## config.mk

```make
export PLATFORM = sky130hd
export DESIGN_NAME = spec_load_table
export DESIGN_NICKNAME = d
export VERILOG_FILES = /design/src/rtl/slt_pkg.sv /design/src/rtl/slt_lookup.sv /design/src/rtl/slt_alloc.sv /design/src/rtl/spec_load_table.sv
export SDC_FILE = /design/constraint.sdc
export NUM_CORES = 2
export LEC_CHECK = 0
export BUFFER_PORTS_ARGS = -buffer_cell sky130_fd_sc_hd__buf_2
export CORE_MARGIN = 2
export CORE_UTILIZATION = 60
export CTS_BUF_LIST = sky130_fd_sc_hd__clkbuf_8
export CTS_CLUSTER_SIZE = 12
export DETAILED_ROUTE_END_ITERATION = 10
export PLACE_DENSITY = 0.8
export SLEW_MARGIN = 20
export SYNTH_ARGS = -nofsm -noshare
export SYNTH_HDL_FRONTEND = slang
export SYNTH_SLANG_ARGS = --single-unit
```

## constraint.sdc

```tcl
create_clock -name clk -period 4.3 [get_ports clk]
set_input_delay 0.215 -clock clk [delete_from_list [all_inputs] [get_ports clk]]
set_output_delay 0.215 -clock clk [all_outputs]
set_load 0.005 [all_outputs]
```

## src/rtl/slt_pkg.sv

```systemverilog
package slt_pkg;
  localparam int unsigned REG_W  = 7;
  localparam int unsigned ADDR_W = 32;

  typedef logic [REG_W-1:0]  reg_id_t;
  typedef logic [ADDR_W-1:0] addr_t;

  typedef struct packed {
    logic      live;
    reg_id_t   owner;
    addr_t     base;
    logic [1:0] szc;
  } slot_t;

  typedef enum logic {MISS_RELOAD = 1'b0, MISS_BRANCH = 1'b1} miss_mode_e;

  // One past the last byte, kept one bit wider so it never wraps.
  function automatic logic [ADDR_W:0] range_limit(addr_t a, logic [1:0] szc);
    logic [ADDR_W:0] span;
    span = '0;
    span[szc] = 1'b1;
    return {1'b0, a} + span;
  endfunction

  function automatic logic ranges_meet(addr_t a, logic [1:0] sa, addr_t b, logic [1:0] sb);
    return ({1'b0, a} < range_limit(b, sb)) && ({1'b0, b} < range_limit(a, sa));
  endfunction
endpackage

```

## src/rtl/slt_lookup.sv

```systemverilog
module slt_lookup
  import slt_pkg::*;
#(
  parameter int ENTRIES = 8
) (
  input  slot_t [ENTRIES-1:0] slots,
  input  reg_id_t             ld_reg,
  input  reg_id_t             chk_reg,
  input  addr_t               st_addr,
  input  logic [1:0]          st_size,
  output logic [ENTRIES-1:0]  own_vec,
  output logic [ENTRIES-1:0]  chk_vec,
  output logic [ENTRIES-1:0]  kill_vec
);
  for (genvar g = 0; g < ENTRIES; g++) begin : g_cmp
    assign own_vec[g]  = slots[g].live && (slots[g].owner == ld_reg);
    assign chk_vec[g]  = slots[g].live && (slots[g].owner == chk_reg);
    assign kill_vec[g] = slots[g].live &&
                         ranges_meet(slots[g].base, slots[g].szc, st_addr, st_size);
  end
endmodule

```

## src/rtl/slt_alloc.sv

```systemverilog
module slt_alloc #(
  parameter  int ENTRIES = 8,
  localparam int IDX_W   = $clog2(ENTRIES)
) (
  input  logic               clk,
  input  logic               rst_n,
  input  logic               ld_fire,
  input  logic [ENTRIES-1:0] live_vec,
  input  logic [ENTRIES-1:0] own_vec,
  output logic [IDX_W-1:0]   slot_idx
);
  logic [IDX_W-1:0] rr_ptr;
  logic             evict;
  logic             found;

  always_comb begin
    found    = 1'b0;
    slot_idx = rr_ptr;
    for (int i = 0; i < ENTRIES; i++) begin
      if (!found && own_vec[i]) begin
        slot_idx = IDX_W'(i);
        found    = 1'b1;
      end
    end
    for (int i = 0; i < ENTRIES; i++) begin
      if (!found && !live_vec[i]) begin
        slot_idx = IDX_W'(i);
        found    = 1'b1;
      end
    end
    evict = !found;
  end

  always_ff @(posedge clk) begin
    if (!rst_n) begin
      rr_ptr <= '0;
    end else if (ld_fire && evict) begin
      rr_ptr <= (rr_ptr == IDX_W'(ENTRIES - 1)) ? '0 : rr_ptr + 1'b1;
    end
  end

  AST_NO_EVICT_WITH_ROOM: assert property (@(posedge clk) disable iff (!rst_n)
    ld_fire && !(&live_vec) |-> (!live_vec[slot_idx] || own_vec[slot_idx]));
  AST_PTR_HOLDS: assert property (@(posedge clk) disable iff (!rst_n)
    ld_fire && ((|own_vec) || !(&live_vec)) |=> $stable(rr_ptr));
endmodule

```

## src/rtl/spec_load_table.sv

```systemverilog
module spec_load_table
  import slt_pkg::*;
#(
  parameter  int ENTRIES = 8,
  localparam int IDX_W   = $clog2(ENTRIES)
) (
  input  logic              clk,
  input  logic              rst_n,
  input  logic              flush,
  input  logic              ld_en,
  input  logic [REG_W-1:0]  ld_reg,
  input  logic [ADDR_W-1:0] ld_addr,
  input  logic [1:0]        ld_size,
  input  logic              st_en,
  input  logic [ADDR_W-1:0] st_addr,
  input  logic [1:0]        st_size,
  input  logic              chk_en,
  input  logic [REG_W-1:0]  chk_reg,
  input  logic              chk_clear,
  input  logic              chk_mode,
  output logic              rsp_valid,
  output logic              rsp_hit,
  output logic              rsp_reload,
  output logic              rsp_branch
);
  slot_t [ENTRIES-1:0] slots_q, slots_d;
  logic [ENTRIES-1:0]  live_vec, own_vec, chk_vec, kill_vec, chk_live_vec, st_drop_vec;
  logic [IDX_W-1:0]    slot_idx;
  logic                chk_hit_now;

  for (genvar g = 0; g < ENTRIES; g++) begin : g_live
    assign live_vec[g] = slots_q[g].live;
  end

  slt_lookup #(.ENTRIES(ENTRIES)) u_lookup (
    .slots   (slots_q),
    .ld_reg  (ld_reg),
    .chk_reg (chk_reg),
    .st_addr (st_addr),
    .st_size (st_size),
    .own_vec (own_vec),
    .chk_vec (chk_vec),
    .kill_vec(kill_vec)
  );

  slt_alloc #(.ENTRIES(ENTRIES)) u_alloc (
    .clk     (clk),
    .rst_n   (rst_n),
    .ld_fire (ld_en),
    .live_vec(live_vec),
    .own_vec (own_vec),
    .slot_idx(slot_idx)
  );

  // Store is applied before the check looks at the table.
  assign st_drop_vec  = st_en ? kill_vec : '0;
  assign chk_live_vec = chk_vec & ~st_drop_vec;
  assign chk_hit_now  = |chk_live_vec;

  // Order inside one cycle: store, clearing check, load, then flush.
  always_comb begin
    slots_d = slots_q;
    for (int i = 0; i < ENTRIES; i++) begin
      if (st_drop_vec[i]) slots_d[i].live = 1'b0;
      if (chk_en && chk_clear && chk_live_vec[i]) slots_d[i].live = 1'b0;
      if (ld_en && (slot_idx == IDX_W'(i))) begin
        slots_d[i].live  = 1'b1;
        slots_d[i].owner = ld_reg;
        slots_d[i].base  = ld_addr;
        slots_d[i].szc   = ld_size;
      end
      if (flush) slots_d[i].live = 1'b0;
    end
  end

  always_ff @(posedge clk) begin
    if (!rst_n) begin
      slots_q    <= '0;
      rsp_valid  <= 1'b0;
      rsp_hit    <= 1'b0;
      rsp_reload <= 1'b0;
      rsp_branch <= 1'b0;
    end else begin
      slots_q    <= slots_d;
      rsp_valid  <= chk_en;
      rsp_hit    <= chk_en && chk_hit_now;
      rsp_reload <= chk_en && !chk_hit_now && (miss_mode_e'(chk_mode) == MISS_RELOAD);
      rsp_branch <= chk_en && !chk_hit_now && (miss_mode_e'(chk_mode) == MISS_BRANCH);
    end
  end

  AST_ONE_SLOT_PER_REG: assert property (@(posedge clk) disable iff (!rst_n)
    $onehot0(chk_vec));
  AST_STORE_DROPS: assert property (@(posedge clk) disable iff (!rst_n)
    st_en && !ld_en |=> ((live_vec & $past(kill_vec)) == '0));
  AST_RSP_ONE_OUTCOME: assert property (@(posedge clk) disable iff (!rst_n)
    rsp_valid |-> $onehot({rsp_hit, rsp_reload, rsp_branch}));
  AST_RSP_QUIET: assert property (@(posedge clk) disable iff (!rst_n)
    !rsp_valid |-> ({rsp_hit, rsp_reload, rsp_branch} == 3'b000));
  AST_STORE_BEATS_CHECK: assert property (@(posedge clk) disable iff (!rst_n)
    chk_en && st_en && ((chk_vec & kill_vec) != '0) |=> rsp_valid && !rsp_hit);
  AST_CLEAR_RELEASES: assert property (@(posedge clk) disable iff (!rst_n)
    chk_en && chk_clear && chk_hit_now && !ld_en |=> ((live_vec & $past(chk_live_vec)) == '0));
  AST_PEEK_KEEPS: assert property (@(posedge clk) disable iff (!rst_n)
    chk_en && !chk_clear && chk_hit_now && !st_en && !flush |=> ((live_vec & $past(chk_live_vec)) != '0));
  AST_FLUSH_EMPTIES: assert property (@(posedge clk) disable iff (!rst_n)
    flush |=> (live_vec == '0));
  AST_LOAD_SURVIVES_STORE: assert property (@(posedge clk) disable iff (!rst_n)
    ld_en && !flush |=> live_vec[$past(slot_idx)]);
endmodule

```

Word-level counts from Yosys, hierarchy flattened
Index checks and enable logic that the tools add are counted.
{"block": "totals", "regBits": 343, "out_inout_bits": 4, "mem_bits_rw": 0, "latchBits": 0, "romBits": 0, "memories": 0}
{"block": "op_classes", "eq_ne": 24, "magnitude_cmp": 34, "n_addsub": 10, "n_mul": 0, "muxes": 76, "n_bitwise": 4, "reduce_logical": 114, "shifts": 0, "div_mod_pow": 0}
{"operator": "$lt A32 B33 Y1", "count": 16}
{"operator": "$mux W42", "count": 8}
{"operator": "$add A32 B4 Y33", "count": 9}
{"operator": "$eq A7 B7 Y1", "count": 16}
{"operator": "$logic_and A1 B1 Y1", "count": 78}
{"operator": "$lt A2 B7 Y1 const B", "count": 9}
{"operator": "$mux W3", "count": 17}
{"operator": "$mux W1", "count": 41}
{"operator": "$logic_not A1 Y1", "count": 25}
{"operator": "$reduce_bool A3 Y1", "count": 8}
{"operator": "$demux W1 S2", "count": 9}
{"operator": "$ge A2 B1 Y1 const B", "count": 9}
{"operator": "$eq A3 B3 Y1 const B", "count": 5}
{"operator": "$and A8 B8 Y8", "count": 1}
{"operator": "$mux W8", "count": 1}
{"operator": "$not A8 Y8", "count": 1}
{"operator": "$reduce_or A8 Y1", "count": 1}
{"operator": "$eq A3 B2 Y1 const B", "count": 2}
{"operator": "$add A3 B1 Y3 const B", "count": 1}
{"operator": "$eq A3 B1 Y1 const B", "count": 1}
{"operator": "$logic_not A3 Y1", "count": 1}
{"operator": "$not A1 Y1", "count": 2}
{"operator": "$reduce_or A2 Y1", "count": 1}

Depth between registers and ports, before layout
{"block": "logic_depth", "ltp_word": 51, "depth_mapped": 22, "mapped_depth_nobuf": 21}

Hierarchy
A second synthesis with hierarchy kept.
{"block": "unflattened", "cells_unflattened": 3878, "area_unflattened_um2": 31245.0}
{"module": "slt_lookup", "cells_per_inst": 2272, "n_inst": 1, "area_per_inst_um2": 17745.8}
{"module": "spec_load_table", "cells_per_inst": 1552, "n_inst": 1, "area_per_inst_um2": 13072.5}
{"module": "slt_alloc", "cells_per_inst": 54, "n_inst": 1, "area_per_inst_um2": 426.7}

Worst setup path after synthesis
No wires, ideal clock.
{"block": "synth_path", "path_kind": "input-to-reg", "startpoint": "in st_size[0]", "endpoint": "reg rsp_branch", "t_arrival_ns": 4.033, "slack_ns": 0.151, "cell_stages": 21, "required_time_ns": 4.184, "path_buffers": 0, "cell_sequence": "nor2b_1 -> ha_1 -> a21o_1 -> a21oi_1 -> o21bai_1 -> nor3b_1 -> nor2b_1 -> nand3_1 -> nor2b_1 -> nand3_1 -> xor2_1 -> ha_1 -> nand2_1 -> nor4_1 -> a22oi_1 -> nand3_1 -> nor3_1 -> o311ai_0 -> nand2_1 -> o2111a_1 -> and4_1"}
{"block": "synth_via", "elab_chain_len": 15}
{"item": "start, declared", "line": "spec_load_table.sv:16", "source": "input logic [1:0] st_size,"}
{"item": "$lt A2 B7 Y1 (not written as such) or $ge A2 B1 Y1 (tied branches)", "line": "slt_pkg.sv:21", "source": "span[szc] = 1'b1;"}
{"item": "$logic_and A1 B1 Y1 (not written as such)", "line": "slt_pkg.sv:21"}
{"item": "$mux W1 (not written as such)", "line": "slt_pkg.sv:21"}
{"item": "$demux W1 S2 *"}
{"item": "$add A32 B4 Y33 *", "line": "slt_pkg.sv:22", "source": "return {1'b0, a} + span;"}
{"item": "$lt A32 B33 Y1", "line": "slt_pkg.sv:26", "source": "return ({1'b0, a} < range_limit(b, sb)) && ({1'b0, b} < range_limit(a, sa));"}
{"item": "$logic_and A1 B1 Y1", "line": "slt_pkg.sv:26"}
{"item": "$logic_and A1 B1 Y1", "line": "slt_lookup.sv:18", "source": "assign kill_vec[g] = slots[g].live &&"}
{"item": "$mux W8 *", "line": "spec_load_table.sv:56", "source": "assign st_drop_vec = st_en ? kill_vec : '0;"}
{"item": "$not A8 Y8 *", "line": "spec_load_table.sv:57", "source": "assign chk_live_vec = chk_vec & ~st_drop_vec;"}
{"item": "$and A8 B8 Y8 *", "line": "spec_load_table.sv:57"}
{"item": "$reduce_or A8 Y1 *", "line": "spec_load_table.sv:58", "source": "assign chk_hit_now = |chk_live_vec;"}
{"item": "$logic_not A1 Y1 *", "line": "spec_load_table.sv:88", "source": "rsp_branch <= chk_en && !chk_hit_now && (miss_mode_e'(chk_mode) == MISS_BRANCH);"}
{"item": "$logic_and A1 B1 Y1 * (2 in series)", "line": "spec_load_table.sv:88"}
{"item": "end signal, assigned", "line": "spec_load_table.sv:88"}
{"item": "end, declared", "line": "spec_load_table.sv:24", "source": "output logic rsp_branch"}
Mark *: on every way between the ends. The rest lies on a longest branch, timed or not.
A chain may end at the register's enable or synchronous reset.

Worst setup path after layout
{"block": "layout_path", "startpoint": "reg slots_q[0] (netlist name)", "endpoint": "reg rsp_branch"}
{"block": "layout_via", "elab_chain_len": 15}
{"item": "start, declared", "line": "spec_load_table.sv:26", "source": "slot_t [ENTRIES-1:0] slots_q, slots_d;"}
{"item": "start signal, assigned", "line": "spec_load_table.sv:84", "source": "slots_q <= slots_d;"}
{"item": "$lt A2 B7 Y1 (not written as such) or $ge A2 B1 Y1 (tied branches)", "line": "slt_pkg.sv:21"}
{"item": "$logic_and A1 B1 Y1 (not written as such)", "line": "slt_pkg.sv:21"}
{"item": "$mux W1 (not written as such)", "line": "slt_pkg.sv:21"}
{"item": "$demux W1 S2 *"}
{"item": "$add A32 B4 Y33 *", "line": "slt_pkg.sv:22"}
{"item": "$lt A32 B33 Y1 *", "line": "slt_pkg.sv:26"}
{"item": "$logic_and A1 B1 Y1 *", "line": "slt_pkg.sv:26"}
{"item": "$logic_and A1 B1 Y1 *", "line": "slt_lookup.sv:18"}
{"item": "$mux W8 *", "line": "spec_load_table.sv:56"}
{"item": "$not A8 Y8 *", "line": "spec_load_table.sv:57"}
{"item": "$and A8 B8 Y8 *", "line": "spec_load_table.sv:57"}
{"item": "$reduce_or A8 Y1 *", "line": "spec_load_table.sv:58"}
{"item": "$logic_not A1 Y1 *", "line": "spec_load_table.sv:88"}
{"item": "$logic_and A1 B1 Y1 * (2 in series)", "line": "spec_load_table.sv:88"}
Marks and branches as above.

==> impl_metrics.ini <==
[critical_path]
rrSetupSlack_ns = -0.006
endpoint_kind = register
timing.rr.start = slots_q[0]
startpoint_type = register
r2r_end = rsp_branch
ff2ff_path_depth = 21
required_ns = 4.95
arrival_ns = 4.96
critPathMaxFanout = 4
critPathKind = register to register

[die]
io_pins = 94
start_util_pct = 60.6
core_area_sq_um = 51200
die_area_sq_um = 53600
die_w_microns = 231
rows = 83
die_h_microns = 231

[timing]
max_slew_margin_pct = 41.3
setup_violations = 1
finalHoldViolations = 0
final_max_slew_viol_count = 0
worst_slew_pin_slew_ns = 0.880
whs_ns = 0.0782
fin_skew_ns = 0.0302
fin_ws_ns = -0.00595
period_minus_slack_ns = 4.31
fmax_mhz = 232
finalCritPeriodShare_pct = 100
rsz0062_at_grt = true

[hold_path]
worstHoldStart = rst_n
hold-path-endpoint = slots_q[118]
hold_depth = 3
holdCritPathClass = input pin to register

[power_and_ir_drop]
peakVddDrop_mv = 0.338
power.density_nw_per_um2 = 215
swShare_pct = 30.3
internal_power_mw = 5.59
leakage_nw = 16.7
power_switching_mw = 2.43
pwr-share-comb_pct = 18.8
clockPowerShare_pct = 40.5
seqPwrFrac_pct = 40.7

[placement]
io_buffers = 93
dp_hpwl_mm = 78.2
place_congestion = 1.00

[cells_and_area]
layout-drive-gt1-share_pct = 17.4
nets = 4684
postLayoutCoreUtil_pct = 72.7
area_growth_syn_to_layout_pct = 19.9

[clocking]
cts_buffer_depth = 3
tritoncts = built
cts.sinks = 343
cts_root_buf = clkbuf_8
cts_buffers = 58
clock_latency_ns = 0.71
clk_pin_slew_ns = 0.06
cts-htree-levels = 2

[synth]
synth.area.top_cells = dfxtp_1, ha_1, mux2i_1, xnor2_1, nand2_1
ys_seq_area_share_pct = 22.1
synth-edff-count = 0
syn-cell-area_sq_um = 31000
syn_avg_cell_area_sq_um = 8.62
postSynthCellCount = 3601
async_flop_share_pct = 0
yosys.area.top_type_share_pct = 22.1
synth_ff_type = dfxtp_1
yosys_warnings = 0
yosys.area.top_type = dfxtp_1
syn_nets = 4234
yosysUniqueCellTypes = 73
yosys_register_bits = 343

[grt]
track_usage_pct = 37.2
antenna_found_initial = 1
grt_pass1_wl_mm = 157
grt_pass1_vias = 29200
grt_max_degree = 141
grt_overflow = 0

[status]
status = complete, but fails checks
violations = setup timing

[route]
vias = 30100
drt_iter0_drc = 2728
viasPerCell = 6.30
drc = 0
dr.pass1.iters = 6
detail-route-antenna-nets = 0
wirelength_mm = 104
post_drt_wl_per_cell_microns = 21.7

[flow_run]
drv_cap = 0
==> stage by stage <==
stage	TNS (ns)	power [mW]	setup WS, ns	area, sq um	std cells
after floorplan	0	4.12	0.151	31000	3601
after global placement	-4.40	4.65	-1.01	34600	4601
after detailed placement	-5.41	4.69	-1.07	34600	4601
after CTS	0	7.94	0.00637	36400	4754
after global routing	-0.768	8.29	-0.266	37200	4780
final	-0.00595	8.02	-0.00595	37200	4780
==> routing by layer <==
metal	GRT usage, %	up-vias	share of wire (%)
met5	0	-	0
met1	45.8	14300	40
li1	-	14000	-
met2	61.0	1380	45
met3	6.40	412	8.5
met4	22.0	0	6.6
==> critical path: stages (launching register included) <==
cell and delay, ns:
dfxtp_2 0.34, nor2_2 0.11, ha_2 0.20, fa_2 0.21, a21o_1 0.16, a21oi_4 0.09
nor3b_2 0.19, buf_4 0.17, buf_6 0.10, nand4_1 0.28, nor2_2 0.27, xnor2_2 0.09
ha_1 0.33, a211oi_2 0.22, nor2_1 0.06, o21ai_1 0.18, nand2b_1 0.10, a221oi_2 0.33
o32ai_2 0.18, a22oi_1 0.21, o2111a_1 0.24, and4_1 0.17
==> area by class of cell <==
class,instances,area [sq um]
Antenna cell,1,2.50
Clock buffer,75,1030
Clock inverter,33,236
Fill cell,3726,14000
Inverter,42,158
Multi-Input combinational cell,3100,24200
Sequential cell,343,6890
Tap cell,680,851
Timing Repair Buffer,506,3870
==> cell usage after synthesis, types with 9 or more instances <==
| master | n |
|---|---|
| nor2_1 | 151 |
| and4_1 | 44 |
| a21oi_1 | 184 |
| o21ai_0 | 140 |
| xor2_1 | 174 |
| nand3_1 | 155 |
| a31oi_1 | 9 |
| nand2b_1 | 15 |
| nand2_1 | 425 |
| nor4_1 | 25 |
| buf_2 | 30 |
| o2111ai_1 | 14 |
| nor2b_1 | 211 |
| nand4_1 | 139 |
| o211ai_1 | 21 |
| and3_1 | 54 |
| nor3_1 | 25 |
| dfxtp_1 | 343 |
| clkbuf_1 | 66 |
| buf_6 | 10 |
| a21o_1 | 70 |
| ha_1 | 534 |
| o21a_1 | 13 |
| xnor2_1 | 208 |
| inv_1 | 42 |
| a221oi_1 | 12 |
| mux2i_1 | 288 |
| o21bai_1 | 9 |
| and2_1 | 27 |
| nor3b_1 | 14 |
| or2_2 | 10 |
| a211oi_1 | 32 |
| fa_1 | 9 |
==> flip-flops by register name, summed over array words and instances, names as in the netlist <==
register,flops
slots_q,328
live_vec,8
u_alloc.rr_ptr,3
rsp_branch,1
rsp_hit,1
rsp_reload,1
rsp_valid,1
==> power by group through the flow <==
stage | combinational (mW) | clock [mW] | sequential (mW)
floorplan | 0.798 | 0 | 3.32
global placement | 1.32 | 0 | 3.33
detailed placement | 1.36 | 0 | 3.33
CTS | 1.41 | 3.27 | 3.26
global route | 1.64 | 3.39 | 3.26
finish | 1.51 | 3.25 | 3.26
==> cell families (layout without fill, tap and decap cells) <==
| kind of cell | after synthesis | in the layout | synth area share, % |
|---|---|---|---|
| flip-flops | 343 | 343 | 22.1 |
| other | 0 | 1 | 0 |
| AND/OR/NAND/NOR | 1313 | 1313 | 21.6 |
| AO/OA/AOI/OAI | 574 | 574 | 11.7 |
| buffers and inverters | 158 | 656 | 2.37 |
| adder cells (fa/ha/maj) | 543 | 543 | 22.1 |
| XOR/XNOR | 382 | 382 | 10.8 |
| multiplexers | 288 | 288 | 9.29 |
==> placed cells by master (no fill, tap or decap), drive strengths merged, types with 140 or more instances in the layout <==
cell | Yosys | final
ha | 534 | 534
buf | 50 | 462
dfxtp | 343 | 343
nor2 | 151 | 151
xor2 | 174 | 174
a21oi | 186 | 186
nor2b | 211 | 211
xnor2 | 208 | 208
nand3 | 155 | 155
o21ai | 140 | 140
mux2i | 288 | 288
nand2 | 425 | 425
==> worst max path at each step <==
stage,start,cells after the start,slack (ns),end
after floorplan,st_size[0],21,0.15,rsp_branch
after global placement,st_size[0],24,-1.01,rsp_branch
after detailed placement,st_size[0],24,-1.07,rsp_branch
after CTS,slots_q[0],22,0.006,rsp_branch
after global routing,slots_q[0],21,-0.27,rsp_branch
final,slots_q[0],21,-0.006,rsp_branch
==> repair_timing <==
item                       in CTS  in global routing
buffers inserted                1                 26
hold endpoints to repair      298                  0
setup endpoints to repair       5                  7
gates resized for setup        40                157
pin swaps                       6                 70
hold buffers                   44                  0
Power figures use the tool's default switching activity.
